### src/rtl/wdt_pkg.sv
package wdt_pkg;
  localparam logic [11:0] OFS_LOAD  = 12'h000;
  localparam logic [11:0] OFS_COUNT = 12'h004;
  localparam logic [11:0] OFS_CTRL  = 12'h008;
  localparam logic [11:0] OFS_ICLR  = 12'h00C;
  localparam logic [11:0] OFS_RAW   = 12'h010;
  localparam logic [11:0] OFS_MSK   = 12'h014;
  localparam logic [11:0] OFS_LOCK  = 12'hC00;
  localparam logic [11:0] OFS_TCTL  = 12'hF00;
  localparam logic [11:0] OFS_TSET  = 12'hF04;

  localparam logic [31:0] OPEN_KEY  = 32'h1ACCE551;

  typedef struct packed {
    logic rst_en;
    logic run_en;
  } ctrl_t;

  typedef struct packed {
    logic rst_drv;
    logic irq_drv;
  } tset_t;
endpackage

### src/rtl/wdt_regfile.sv
module wdt_regfile
  import wdt_pkg::*;
#(
  parameter int DW = 32,
  parameter int CW = 32
) (
  input  logic          pclk,
  input  logic          presetn,
  input  logic          psel,
  input  logic          penable,
  input  logic          pwrite,
  input  logic [11:0]   paddr,
  input  logic [DW-1:0] pwdata,
  input  logic [CW-1:0] cnt,
  input  logic          raw_irq,
  output logic [DW-1:0] prdata,
  output logic          locked,
  output logic [CW-1:0] load_q,
  output ctrl_t         ctrl_q,
  output logic          load_wr,
  output logic          clr_pulse,
  output logic          test_mode,
  output tset_t         tset_q
);
  // Zero-extend a counter-width value onto the data bus.
  function automatic logic [DW-1:0] zext(input logic [CW-1:0] v);
    logic [DW-1:0] r;
    r = '0;
    r[CW-1:0] = v;
    return r;
  endfunction

  logic wr_acc;
  logic cfg_wr;
  logic lock_wr;

  assign wr_acc    = psel & penable & pwrite;
  assign cfg_wr    = wr_acc & ~locked;
  assign lock_wr   = wr_acc & (paddr == OFS_LOCK);
  assign load_wr   = cfg_wr & (paddr == OFS_LOAD);
  assign clr_pulse = cfg_wr & (paddr == OFS_ICLR) & pwdata[0];

  always_ff @(posedge pclk or negedge presetn) begin
    if (!presetn) begin
      locked    <= 1'b1;
      load_q    <= '1;
      ctrl_q    <= '0;
      test_mode <= 1'b0;
      tset_q    <= '0;
    end else begin
      if (lock_wr)
        locked <= (pwdata != DW'(OPEN_KEY));
      if (load_wr)
        load_q <= pwdata[CW-1:0];
      if (cfg_wr && paddr == OFS_CTRL)
        ctrl_q <= ctrl_t'(pwdata[1:0]);
      if (cfg_wr && paddr == OFS_TCTL)
        test_mode <= pwdata[0];
      if (cfg_wr && paddr == OFS_TSET)
        tset_q <= tset_t'(pwdata[1:0]);
    end
  end

  always_comb begin
    prdata = '0;
    if (psel && !pwrite) begin
      case (paddr)
        OFS_LOAD:  prdata = zext(load_q);
        OFS_COUNT: prdata = zext(cnt);
        OFS_CTRL:  prdata[1:0] = ctrl_q;
        OFS_RAW:   prdata[0] = raw_irq;
        OFS_MSK:   prdata[0] = raw_irq & ctrl_q.run_en;
        OFS_LOCK:  prdata[0] = locked;
        OFS_TCTL:  prdata[0] = test_mode;
        default:   prdata = '0;
      endcase
    end
  end
endmodule

### src/rtl/wdt_counter.sv
module wdt_counter #(
  parameter int CW = 32
) (
  input  logic          clk,
  input  logic          rstn,
  input  logic          run_en,
  input  logic          rst_en,
  input  logic          load_wr,
  input  logic [CW-1:0] load_new,
  input  logic [CW-1:0] load_q,
  input  logic          clr,
  output logic [CW-1:0] cnt,
  output logic          expire,
  output logic          raw_irq,
  output logic          rst_q
);
  function automatic logic [CW-1:0] step_down(input logic [CW-1:0] v);
    return v - {{(CW-1){1'b0}}, 1'b1};
  endfunction

  function automatic logic at_zero(input logic [CW-1:0] v);
    return (v == '0);
  endfunction

  // Bus writes take priority over the count; expiry only on a quiet cycle.
  assign expire = run_en & at_zero(cnt) & ~load_wr & ~clr;

  always_ff @(posedge clk or negedge rstn) begin
    if (!rstn) begin
      cnt     <= '1;
      raw_irq <= 1'b0;
      rst_q   <= 1'b0;
    end else begin
      if (load_wr)
        cnt <= load_new;
      else if (clr)
        cnt <= load_q;
      else if (run_en)
        cnt <= expire ? load_q : step_down(cnt);

      if (clr)
        raw_irq <= 1'b0;
      else if (expire)
        raw_irq <= 1'b1;

      if (expire && raw_irq && rst_en)
        rst_q <= 1'b1;
    end
  end
endmodule

### src/rtl/wdt_outmux.sv
module wdt_outmux
  import wdt_pkg::*;
(
  input  logic  test_mode,
  input  tset_t tset_q,
  input  logic  raw_irq,
  input  logic  run_en,
  input  logic  rst_q,
  output logic  irq,
  output logic  rst
);
  always_comb begin
    if (test_mode) begin
      irq = tset_q.irq_drv;
      rst = tset_q.rst_drv;
    end else begin
      irq = raw_irq & run_en;
      rst = rst_q;
    end
  end
endmodule

### src/rtl/wdt_apb_top.sv
module wdt_apb_top
  import wdt_pkg::*;
#(
  parameter int DW = 32,
  parameter int CW = 32
) (
  input  logic          pclk,
  input  logic          presetn,
  input  logic          psel,
  input  logic          penable,
  input  logic          pwrite,
  input  logic [11:0]   paddr,
  input  logic [DW-1:0] pwdata,
  output logic [DW-1:0] prdata,
  output logic          pready,
  output logic          pslverr,
  output logic          wdt_irq,
  output logic          wdt_rst
);
  logic [CW-1:0] load_q;
  logic [CW-1:0] cnt;
  ctrl_t         ctrl_q;
  tset_t         tset_q;
  logic          locked;
  logic          load_wr;
  logic          clr_pulse;
  logic          test_mode;
  logic          expire;
  logic          raw_irq;
  logic          rst_q;
  logic          run_en;
  logic          rst_en;

  assign run_en  = ctrl_q.run_en;
  assign rst_en  = ctrl_q.rst_en;
  assign pready  = 1'b1;
  assign pslverr = 1'b0;

  wdt_regfile #(.DW(DW), .CW(CW)) i_regs (
    .pclk      (pclk),
    .presetn   (presetn),
    .psel      (psel),
    .penable   (penable),
    .pwrite    (pwrite),
    .paddr     (paddr),
    .pwdata    (pwdata),
    .cnt       (cnt),
    .raw_irq   (raw_irq),
    .prdata    (prdata),
    .locked    (locked),
    .load_q    (load_q),
    .ctrl_q    (ctrl_q),
    .load_wr   (load_wr),
    .clr_pulse (clr_pulse),
    .test_mode (test_mode),
    .tset_q    (tset_q)
  );

  wdt_counter #(.CW(CW)) i_cnt (
    .clk      (pclk),
    .rstn     (presetn),
    .run_en   (run_en),
    .rst_en   (rst_en),
    .load_wr  (load_wr),
    .load_new (pwdata[CW-1:0]),
    .load_q   (load_q),
    .clr      (clr_pulse),
    .cnt      (cnt),
    .expire   (expire),
    .raw_irq  (raw_irq),
    .rst_q    (rst_q)
  );

  wdt_outmux i_mux (
    .test_mode (test_mode),
    .tset_q    (tset_q),
    .raw_irq   (raw_irq),
    .run_en    (run_en),
    .rst_q     (rst_q),
    .irq       (wdt_irq),
    .rst       (wdt_rst)
  );
endmodule

### config.mk
export PLATFORM = sky130hd
export DESIGN_NAME = wdt_apb_top
export DESIGN_NICKNAME = d
export VERILOG_FILES = /design/src/rtl/wdt_pkg.sv /design/src/rtl/wdt_regfile.sv /design/src/rtl/wdt_counter.sv /design/src/rtl/wdt_outmux.sv /design/src/rtl/wdt_apb_top.sv
export SDC_FILE = /design/constraint.sdc
export NUM_CORES = 1
export LEC_CHECK = 0
export ABC_CLOCK_PERIOD_IN_PS = 5140
export BUFFER_PORTS_ARGS = -buffer_cell sky130_fd_sc_hd__buf_2
export CORE_ASPECT_RATIO = 0.6
export CORE_MARGIN = 4
export CORE_UTILIZATION = 40
export CTS_BUF_LIST = sky130_fd_sc_hd__clkbuf_2 sky130_fd_sc_hd__clkbuf_4 sky130_fd_sc_hd__clkbuf_8
export DETAILED_ROUTE_END_ITERATION = 10
export SLEW_MARGIN = 30
export SYNTH_ARGS = -nofsm -noshare
export SYNTH_HDL_FRONTEND = slang
export SYNTH_HIERARCHICAL = 1
export SYNTH_SLANG_ARGS = --single-unit
### constraint.sdc
create_clock -name pclk -period 5.14 [get_ports pclk]
set_input_delay 1.542 -clock pclk [delete_from_list [all_inputs] [get_ports pclk]]
set_output_delay 1.542 -clock pclk [all_outputs]
set_load 0.01 [all_outputs]
=== Yosys cells after proc, flatten, opt, wreduce, memory -nomap -nowiden ===
Index checks and enable logic that the tools add are counted.

* Bits in registers: 72
* Input port bits: 49
* Output and inout port bits: 36
* Logic and storage cells: 57

* Add/sub/neg operators: 1
* Eq/ne operators: 9
* Mux-type cells: 12
* Bitwise logic cells: 14
* Reduce and logical (&&, ||, !) cells: 11

{| class="wikitable"
|+ Operators by type and width
! operator !! number
|-
| 2-to-1 mux 32 bit || 5
|-
| one-hot mux 30 bit (2 select lines) || 1
|-
| == test 12 bit, second input constant || 3
|-
| zero test 32 bit || 1
|-
| inequality test 32 x 29 -> 1 bit, second input constant || 1
|-
| subtractor 32 x 1 -> 32 bit, second input constant || 1
|-
| == test 12 x 4 -> 1 bit, second input constant || 2
|-
| == test 12 x 5 -> 1 bit, second input constant || 2
|-
| == test 12 x 3 -> 1 bit, second input constant || 1
|-
| zero test 12 bit || 1
|-
| bitwise AND 1 bit || 11
|-
| one-hot mux 1 bit (7 select lines) || 1
|-
| logical AND 1 bit || 6
|-
| 2-to-1 mux 1 bit || 4
|-
| inverter 1 bit || 3
|-
| one-hot mux 1 bit (3 select lines) || 1
|-
| nonzero test 3 bit || 1
|-
| nonzero test 2 bit || 1
|-
| zero test 1 bit || 1
|}

=== Logic depth before layout (Yosys ltp) ===
Gate-level depths: netlist (run 1).

* Depth in word-level cells: 11
* Gate-level depth with buffers: 13
* Depth with buffers taken out: 9

=== Hierarchy ===
The synthesis (run 1) kept the hierarchy.

{| class="wikitable"
|+ Modules (own cells, without submodules)
! module !! instances !! cells each !! area each (sq um) !! sequential area each (sq um)
|-
| wdt_counter || 1 || 378 || 2925.3 || 890.9
|-
| wdt_regfile || 1 || 205 || 2275.9 || 992.2
|-
| wdt_outmux || 1 || 4 || 27.5 || 0.0
|-
| wdt_apb_top || 1 || 4 || 22.5 || 0.0
|}

=== Least setup slack after synthesis (run 1) ===
Ideal clock, no wire load.

* Path kind: in2out
* Start point: in paddr[1]
* End point: out prdata[0]
* Arrival time: 3.046 ns
* Data required time: 3.598 ns
* Slack: 0.552 ns
* Cell stages on the path: 4
* Path through: or4_1 nor3_1 o211ai_1 a221oi_1

* Word-level cells in the longest chain between the ends: 3

{| class="wikitable"
|+ RTL lines
! element !! line !! source
|-
| start: declaration || wdt_apb_top.sv:12 || <nowiki>input logic [11:0] paddr,</nowiki>
|-
| == test 12 bit (tied with other cells) || wdt_regfile.sv:67 || <nowiki>case (paddr)</nowiki>
|-
| one-hot mux 1 bit (7 select lines) (*) || wdt_regfile.sv:67 ||
|-
| 2-to-1 mux 32 bit (*) || wdt_regfile.sv:66 || <nowiki>if (psel && !pwrite) begin</nowiki>
|-
| end: declaration || wdt_apb_top.sv:14 || <nowiki>output logic [DW-1:0] prdata,</nowiki>
|}

Mark *: on every way between the ends. The rest lies on a longest branch, timed or not.

=== Worst setup path after layout (run 1) ===
* Start point: in paddr[8]
* End point: out prdata[9]

* Word-level cells in the longest chain between the ends: 3

{| class="wikitable"
|+ RTL lines
! element !! line
|-
| == test 12 x 3 -> 1 bit / zero test 12 bit (equally long branches) || wdt_regfile.sv:67
|-
| one-hot mux 30 bit (2 select lines) (*) || wdt_regfile.sv:67
|-
| 2-to-1 mux 32 bit (*) || wdt_regfile.sv:66
|}

Marked as above.

==> flow_summary.json, run 1 <==
{
  "status": "finished clean",
  "data_required_time_at_the_worst_endpoint_ns": 3.60,
  "area_growth_syn_to_layout_pct": 14.44,
  "drtIter0Drc": 524,
  "syn_area_um2": 5251,
  "die_h_um": 96.75,
  "drc": 0,
  "drt.antenna.violating_nets": 0,
  "top_cell_by_count_worst_path": "buf_2",
  "fin_ws_ns": 0.2623,
  "grt_max_degree": 47,
  "drive_above_1_share_pct": 31.83,
  "worst_path_max_delay_cell": "or4_1",
  "setup-violations-final": 0,
  "fmaxAchievable_ghz": 0.2050,
  "hold_violations": 0,
  "placement.io_buffers": 82,
  "count_of_inserted_antenna_diode_cells": 0,
  "first_pass_iters": 5,
  "post_cts_resize_count": 0,
  "die_area_um2": 15090,
  "type_of_origin_of_the_critical_path": "input port",
  "family_with_the_most_delay_on_the_worst_path": "simple AND/OR/NAND/NOR gates",
  "postSynthNetCount": 641,
  "setup_repair_bufs_after_cts": 0,
  "r2r_start": "i_cnt/cnt[0]$_DFFE_PN1P_",
  "num_vias": 5091,
  "postSynthCellCount": 591,
  "p_sw_mw": 0.3094,
  "grt_pass1_vias": 4845,
  "path_class": "in2out",
  "cts_tree": "built",
  "r2r_slack_ns": 2.34,
  "seq_area_frac_synth_pct": 35.86,
  "crit_chain": "buf_2 -> or4_1 -> nor4_4 -> nand4bb_1 -> buf_4 -> nor2_1 -> buf_2",
  "synth-main-ff-cell": "dfstp_2",
  "floorplan.rows": 32,
  "gp_congestion": 0.8946,
  "timing.rr.end": "i_cnt/cnt[30]$_DFFE_PN1P_",
  "synth_edf_count": 0,
  "power_per_cell_area_nw_per_um2": 194.0,
  "totalWireLength_um": 17010,
  "power.switching_fraction_pct": 26.54,
  "fin_skew_ns": 0.01181,
  "clock_insertion_delay_worst_skew_ns": 0.37,
  "io-pin-count": 85,
  "die_w_um": 155.9,
  "cts-buffers-inserted": 9,
  "synthesis.area_per_instance_um2": 8.885,
  "layout.filler_cells": 1260,
  "worst-slew-pin-transition_ns": 0.6798,
  "gr-total-overflow": 0,
  "clock_network_fraction_of_total_power_pct": 40.3,
  "wire_per_inst_um": 20.35,
  "max_cap_violations": 0,
  "p_comb_share_pct": 9.0,
  "timing.critical_path.to": "prdata[9]",
  "worst-r2r-cell-count": 7,
  "clock-root-buffer": "clkbuf_8",
  "grt_usage_pct": 22.84,
  "internal_power_mw": 0.8564,
  "cts_htree_levels": 3,
  "dp_slack_ns": 0.2445,
  "timing.critical_path.buf_inv": 3,
  "critical_path.endpoint_type": "primary output",
  "finalCriticalPeriod_ns": 4.878,
  "worstPathArrival_ns": 3.34,
  "crit_fanout": 30,
  "finalNetCount": 711,
  "power_mw": 1.166,
  "min_period_over_period_pct": 94.90,
  "timing.critical_path.slowest_cell_delay_ns": 0.66,
  "synthesis.yosys.warnings": 6,
  "synth_seq_cells": 72,
  "yosys.cell_types.count": 69,
  "worst_hold_path_type": "reg2reg",
  "initial_core_util_pct": 40.86,
  "global_route_wire_length_before_repair_um": 27540,
  "hpwlAfterDp_um": 12150,
  "leakagePower_nw": 2.495,
  "cts-root-to-sink-buffers": 2,
  "drt-vias-per-instance": 6.090,
  "final-max-slew-violation-count": 0,
  "clkSlewWorstSetupHoldPaths_ns": 0.08,
  "synthArstFlopShare_pct": 100.0,
  "ir_worst_vdd_v": 0.00009813,
  "placeableCoreArea_um2": 12850,
  "grt_setup_unrepaired": "false",
  "critical_path.startpoint": "paddr[8]",
  "fin_setup_tns_ns": 0,
  "cts.sink_count": 72,
  "cts_hold_buffers": 0,
  "slew_headroom_pct": 54.68,
  "number_of_antenna_violations_at_the_first_check_in_global_routing": 0,
  "reg_power_share_pct": 50.6,
  "critical_path_depth": 7
}
## logic make-up (layout without fill, tap and decap cells)
group,after synthesis,after routing,share of synthesized area (%)
DFF,72,72,35.86
AOI/OAI and AO/OA,131,131,16.68
buffers and inverters,54,129,5.146
adders and majority gates,1,1,0.2382
muxes,76,76,15.46
and+or+nand+nor,244,244,24.64
xor gates and xnor gates,11,11,1.835
other,2,2,0.1430
## power groups by stage
stage / logic (mW) / clock network (mW) / registers [mW]
after floorplan: 0.0523 / 0 / 0.596
after global placement: 0.101 / 0 / 0.599
after detailed placement: 0.104 / 0 / 0.599
after CTS: 0.104 / 0.481 / 0.590
after global routing: 0.117 / 0.509 / 0.592
final: 0.105 / 0.470 / 0.590
## Yosys cell counts, types with 11 or more instances
cell      count  area (um^2)
nor2_1       78        292.8
dfstp_2      65         1708
nand2_1      43        161.4
mux2i_1      38        380.4
o21ai_0      33        165.2
clkbuf_1     29        108.9
mux2_1       29        326.6
a21oi_1      24        120.1
nor3_1       24        120.1
nand3_1      18        90.09
nor4_1       16        100.1
nand4_1      11        68.82
o211ai_1     11        82.58
## state kept, by name, summed over array words and instances, names as in the netlist
register / cells
i_regs/test_mode: 1
i_cnt/raw_irq: 1
i_regs/load_q: 32
i_cnt/rst_q: 1
i_cnt/cnt: 32
i_regs/tset_q: 2
i_regs/ctrl_q: 2
i_regs/locked: 1
## through the flow
| step | util (%) | std cells | instance area [um^2] | hold WS, ns |
|---|---|---|---|---|
| 6_report | 46.76 | 836 | 6010 | 0.5080 |
| 2_1_floorplan | - | 591 | 5251 | 0.4417 |
| 5_1_grt | 46.76 | 836 | 6010 | 0.5324 |
| 3_3_place_gp | 45.21 | 820 | 5811 | 0.4605 |
| 3_5_place_dp | 45.21 | 820 | 5811 | 0.4897 |
| 4_1_cts | 46.74 | 836 | 6007 | 0.5082 |
## how the worst min path moves through the flow
stage                            startpoint                       to  slack (ns)  cells past startpoint
CTS                 i_cnt/rst_q$_DFFE_PN0P_  i_cnt/rst_q$_DFFE_PN0P_        0.51                      1
floorplan           i_cnt/rst_q$_DFFE_PN0P_  i_cnt/rst_q$_DFFE_PN0P_        0.44                      1
finish              i_cnt/rst_q$_DFFE_PN0P_  i_cnt/rst_q$_DFFE_PN0P_        0.51                      1
global route        i_cnt/rst_q$_DFFE_PN0P_  i_cnt/rst_q$_DFFE_PN0P_        0.53                      1
global placement    i_cnt/rst_q$_DFFE_PN0P_  i_cnt/rst_q$_DFFE_PN0P_        0.46                      1
detailed placement  i_cnt/rst_q$_DFFE_PN0P_  i_cnt/rst_q$_DFFE_PN0P_        0.49                      1
## placed cells by master (no fill, tap or decap), drive strengths merged, types with 4 or more instances in the layout
cell      n
buf     105
nor2     78
dfstp    65
nand2    43
mux2i    38
mux2     38
o21ai    33
nor3     26
a21oi    24
nor4     20
nand3    18
nand4    11
o211ai   11
clkbuf   11
or4      10
inv       8
or3       8
a31oi     8
o22ai     7
dfrtp     7
xnor2     6
o31ai     6
a221oi    6
and3      5
xor2      5
nand3b    5
a211oi    5
a22oi     5
nor4bb    4
clkinv    4
## layout make-up
cell class	count	area, um^2	share of cell area, %
multi-input combinational	465	3102	51.61
clock buffer	11	138.9	2.311
inverter	8	30.03	0.4997
tap	170	212.7	3.539
sequential	72	1883	31.33
timing repair buffer	105	585.6	9.744
clock inverter	5	57.56	0.9577
## layer usage
| layer | wire length [um] | track usage [%] | share of wire, % |
|---|---|---|---|
| met1 | 8112 | 36.52 | 48 |
| met2 | 7099 | 30.53 | 42 |
| met3 | 1633 | 5.633 | 9.6 |
| met4 | 166 | 4.775 | 0.98 |
| met5 | 0 | 0 | 0 |
No activity file was read; power rests on OpenSTA's default activity.
==> inputs of run 2 (changes only) <==
--- a/config.mk
+++ b/config.mk
@@ -5,13 +5,14 @@
 export SDC_FILE = /design/constraint.sdc
 export NUM_CORES = 1
 export LEC_CHECK = 0
-export ABC_CLOCK_PERIOD_IN_PS = 5140
+export ABC_CLOCK_PERIOD_IN_PS = 5700
 export BUFFER_PORTS_ARGS = -buffer_cell sky130_fd_sc_hd__buf_2
 export CORE_ASPECT_RATIO = 0.6
 export CORE_MARGIN = 4
 export CORE_UTILIZATION = 40
 export CTS_BUF_LIST = sky130_fd_sc_hd__clkbuf_2 sky130_fd_sc_hd__clkbuf_4 sky130_fd_sc_hd__clkbuf_8
 export DETAILED_ROUTE_END_ITERATION = 10
+export REMOVE_ABC_BUFFERS = 1
 export SLEW_MARGIN = 30
 export SYNTH_ARGS = -nofsm -noshare
 export SYNTH_HDL_FRONTEND = slang
==> constraint.sdc (replaced) <==
create_clock -name pclk -period 5.7 [get_ports pclk]
set_input_delay 1.71 -clock pclk [delete_from_list [all_inputs] [get_ports pclk]]
set_output_delay 1.71 -clock pclk [all_outputs]
set_load 0.01 [all_outputs]
==> run 2 against run 1 <==
- sequential power fell by 9.8%
- cell area decreased by 0.27%
- largest power group unchanged
- combinational power decreased by 11%
- clock-buffer cell count up 1
- die area stayed put
- routed wire length fell by 2.2%
- total power down 4.4%
- cell count shrank 0.96%
- flip-flop and latch count is the same
- largest cell class unchanged
- clock power grew 4%
- worst setup slack better by 0.16 ns
==> flow_summary.json, run 2 (same netlist as run 1, synthesis figures left out) <==
{
  "status": "finished clean",
  "worst_hold_path_type": "reg2reg",
  "multiInputGateArea_um2": 3104,
  "hold_violations": 0,
  "fmaxAchievable_ghz": 0.1893,
  "wire_per_inst_um": 20.10,
  "cts_htree_levels": 3,
  "gr-total-overflow": 0,
  "clock_insertion_delay_worst_skew_ns": 0.36,
  "timing.rr.end": "i_cnt/cnt[7]$_DFFE_PN1P_",
  "timing.critical_path.buf_inv": 2,
  "count_of_inserted_antenna_diode_cells": 0,
  "drc": 0,
  "leakagePower_nw": 2.462,
  "placed_area_um2": 5753,
  "type_of_origin_of_the_critical_path": "input port",
  "floorplan.rows": 32,
  "io-pin-count": 85,
  "power_per_cell_area_nw_per_um2": 186.0,
  "design_area_um2": 5993,
  "area_growth_syn_to_layout_pct": 14.13,
  "gp_congestion": 0.8586,
  "min_period_over_period_pct": 92.67,
  "critical_path.startpoint": "paddr[1]",
  "worst_path_max_delay_cell": "or4_1",
  "die_area_um2": 15090,
  "data_required_time_at_the_worst_endpoint_ns": 3.99,
  "max_cap_violations": 0,
  "setup-violations-final": 0,
  "die_w_um": 155.9,
  "number_of_antenna_violations_at_the_first_check_in_global_routing": 0,
  "first_pass_iters": 5,
  "clock-root-buffer": "clkbuf_8",
  "worst-r2r-cell-count": 8,
  "cts_tree": "built",
  "r2r_start": "i_regs/locked$_DFFE_PN1P_",
  "critical_path.endpoint_type": "primary output",
  "initial_core_util_pct": 40.86,
  "layout.filler_cells": 1274,
  "cts-buffers-inserted": 9,
  "grt_max_degree": 48,
  "grt_pass1_vias": 4796,
  "timing.critical_path.slowest_cell_delay_ns": 0.62,
  "min_delay_worst_endpoint": "i_cnt/rst_q$_DFFE_PN0P_",
  "setup_repair_bufs_after_cts": 0,
  "r2r_slack_ns": 2.76,
  "drive_above_1_share_pct": 31.00,
  "biggestRegsByFlops": "i_cnt/cnt: 32 flops, i_regs/load_q: 32 flops",
  "dp_slack_ns": 0.4080,
  "worstPathArrival_ns": 3.57,
  "power_mw": 1.115,
  "totalWireLength_um": 16640,
  "top_cell_by_count_worst_path": "buf_2",
  "final_core_utilization_pct": 46.63,
  "finalCriticalPeriod_ns": 5.282,
  "num_vias": 5012,
  "final_cell_mix": "82 x buf_2, 77 x nor2_1, 65 x dfstp_2",
  "clkSlewWorstSetupHoldPaths_ns": 0.07,
  "grt_usage_pct": 21.63,
  "fin_setup_tns_ns": 0,
  "worst_hold_startpoint": "i_cnt/rst_q$_DFFE_PN0P_",
  "family_with_the_most_delay_on_the_worst_path": "simple AND/OR/NAND/NOR gates",
  "crit_chain": "buf_2 -> or4_1 -> nor3_1 -> o211ai_1 -> a221oi_1 -> buf_2",
  "final-max-slew-violation-count": 0,
  "area.sequential_um2": 1883,
  "drtIter0Drc": 442,
  "cts_hold_buffers": 0,
  "hpwlAfterDp_um": 11590,
  "path_class": "in2out",
  "fin_ws_ns": 0.4180,
  "global_route_wire_length_before_repair_um": 26280,
  "placement.io_buffers": 82,
  "fin_skew_ns": 0.009487,
  "ir_worst_vdd_v": 0.00009289,
  "crit_fanout": 5,
  "die_h_um": 96.75,
  "cts-root-to-sink-buffers": 2,
  "cts.sink_count": 72,
  "post_cts_resize_count": 0,
  "finalNetCount": 703,
  "grt_setup_unrepaired": "false",
  "drt-vias-per-instance": 6.053,
  "worst-slew-pin-transition_ns": 0.9550,
  "drt.antenna.violating_nets": 0,
  "whs_path_depth": 1,
  "layout_commonest_cell": "buf_2",
  "placeableCoreArea_um2": 12850,
  "slew_headroom_pct": 36.26
}
==> run 2: changes by cell type in the layout (fill, tap and decap cells not counted) <==
cell,change
and3b_2,-1
clkinv_4,-2
and3b_4,+1
clkinv_2,-2
clkinvlp_4,+2
bufinv_16,+1
buf_2,+1
buf_4,-9
clkbuf_8,+3
clkbuf_4,-2
==> run 2: final cells by class <==
class | count | area share, %
Clock buffer | 12 | 2.756
Clock inverter | 4 | 1.253
Inverter | 8 | 0.5010
Multi-Input combinational cell | 465 | 51.80
Sequential cell | 72 | 31.42
Tap cell | 170 | 3.549
Timing Repair Buffer | 97 | 8.727
==> run 2: metrics by stage <==
step / std cells / hold slack [ns]
2_1_floorplan: 545 / 0.4417
3_3_place_gp: 812 / 0.4605
3_5_place_dp: 812 / 0.4631
4_1_cts: 828 / 0.4796
5_1_grt: 828 / 0.5047
6_report: 828 / 0.4764
==> run 2: worst max path at each step <==
| stage | end | slack [ns] | depth (start not counted) |
|---|---|---|---|
| after floorplan | i_cnt/cnt[23]$_DFFE_PN1P_ | -0.55 | 8 |
| after global placement | prdata[0] | 0.45 | 6 |
| after detailed placement | prdata[0] | 0.41 | 6 |
| after CTS | prdata[0] | 0.41 | 6 |
| after global routing | prdata[0] | 0.16 | 6 |
| final | prdata[0] | 0.42 | 6 |
==> run 2: power by group <==
group	switching, mW	internal [mW]	leakage [nW]	total [mW]
clock	0.206	0.282	0.115	0.489
combinational	0.0570	0.0369	1.58	0.0939
sequential	0.00938	0.523	0.769	0.532
==> run 2: worst register-to-register path, stage by stage, from the launching register on <==
cell and delay [ns]:
dfstp_2 0.56, nor3_1 0.10, and3b_4 0.35, or3b_2 0.50
nor3_2 0.22, nand3_1 0.43, buf_4 0.37, a211oi_1 0.26
nor3_1 0.09
==> run 2: layer usage <==
metal | track usage (%) | wire length, um
met2 | 31.46 | 7220
met5 | 0 | 0
met3 | 4.247 | 1190
met4 | 3.968 | 125
met1 | 33.37 | 8102
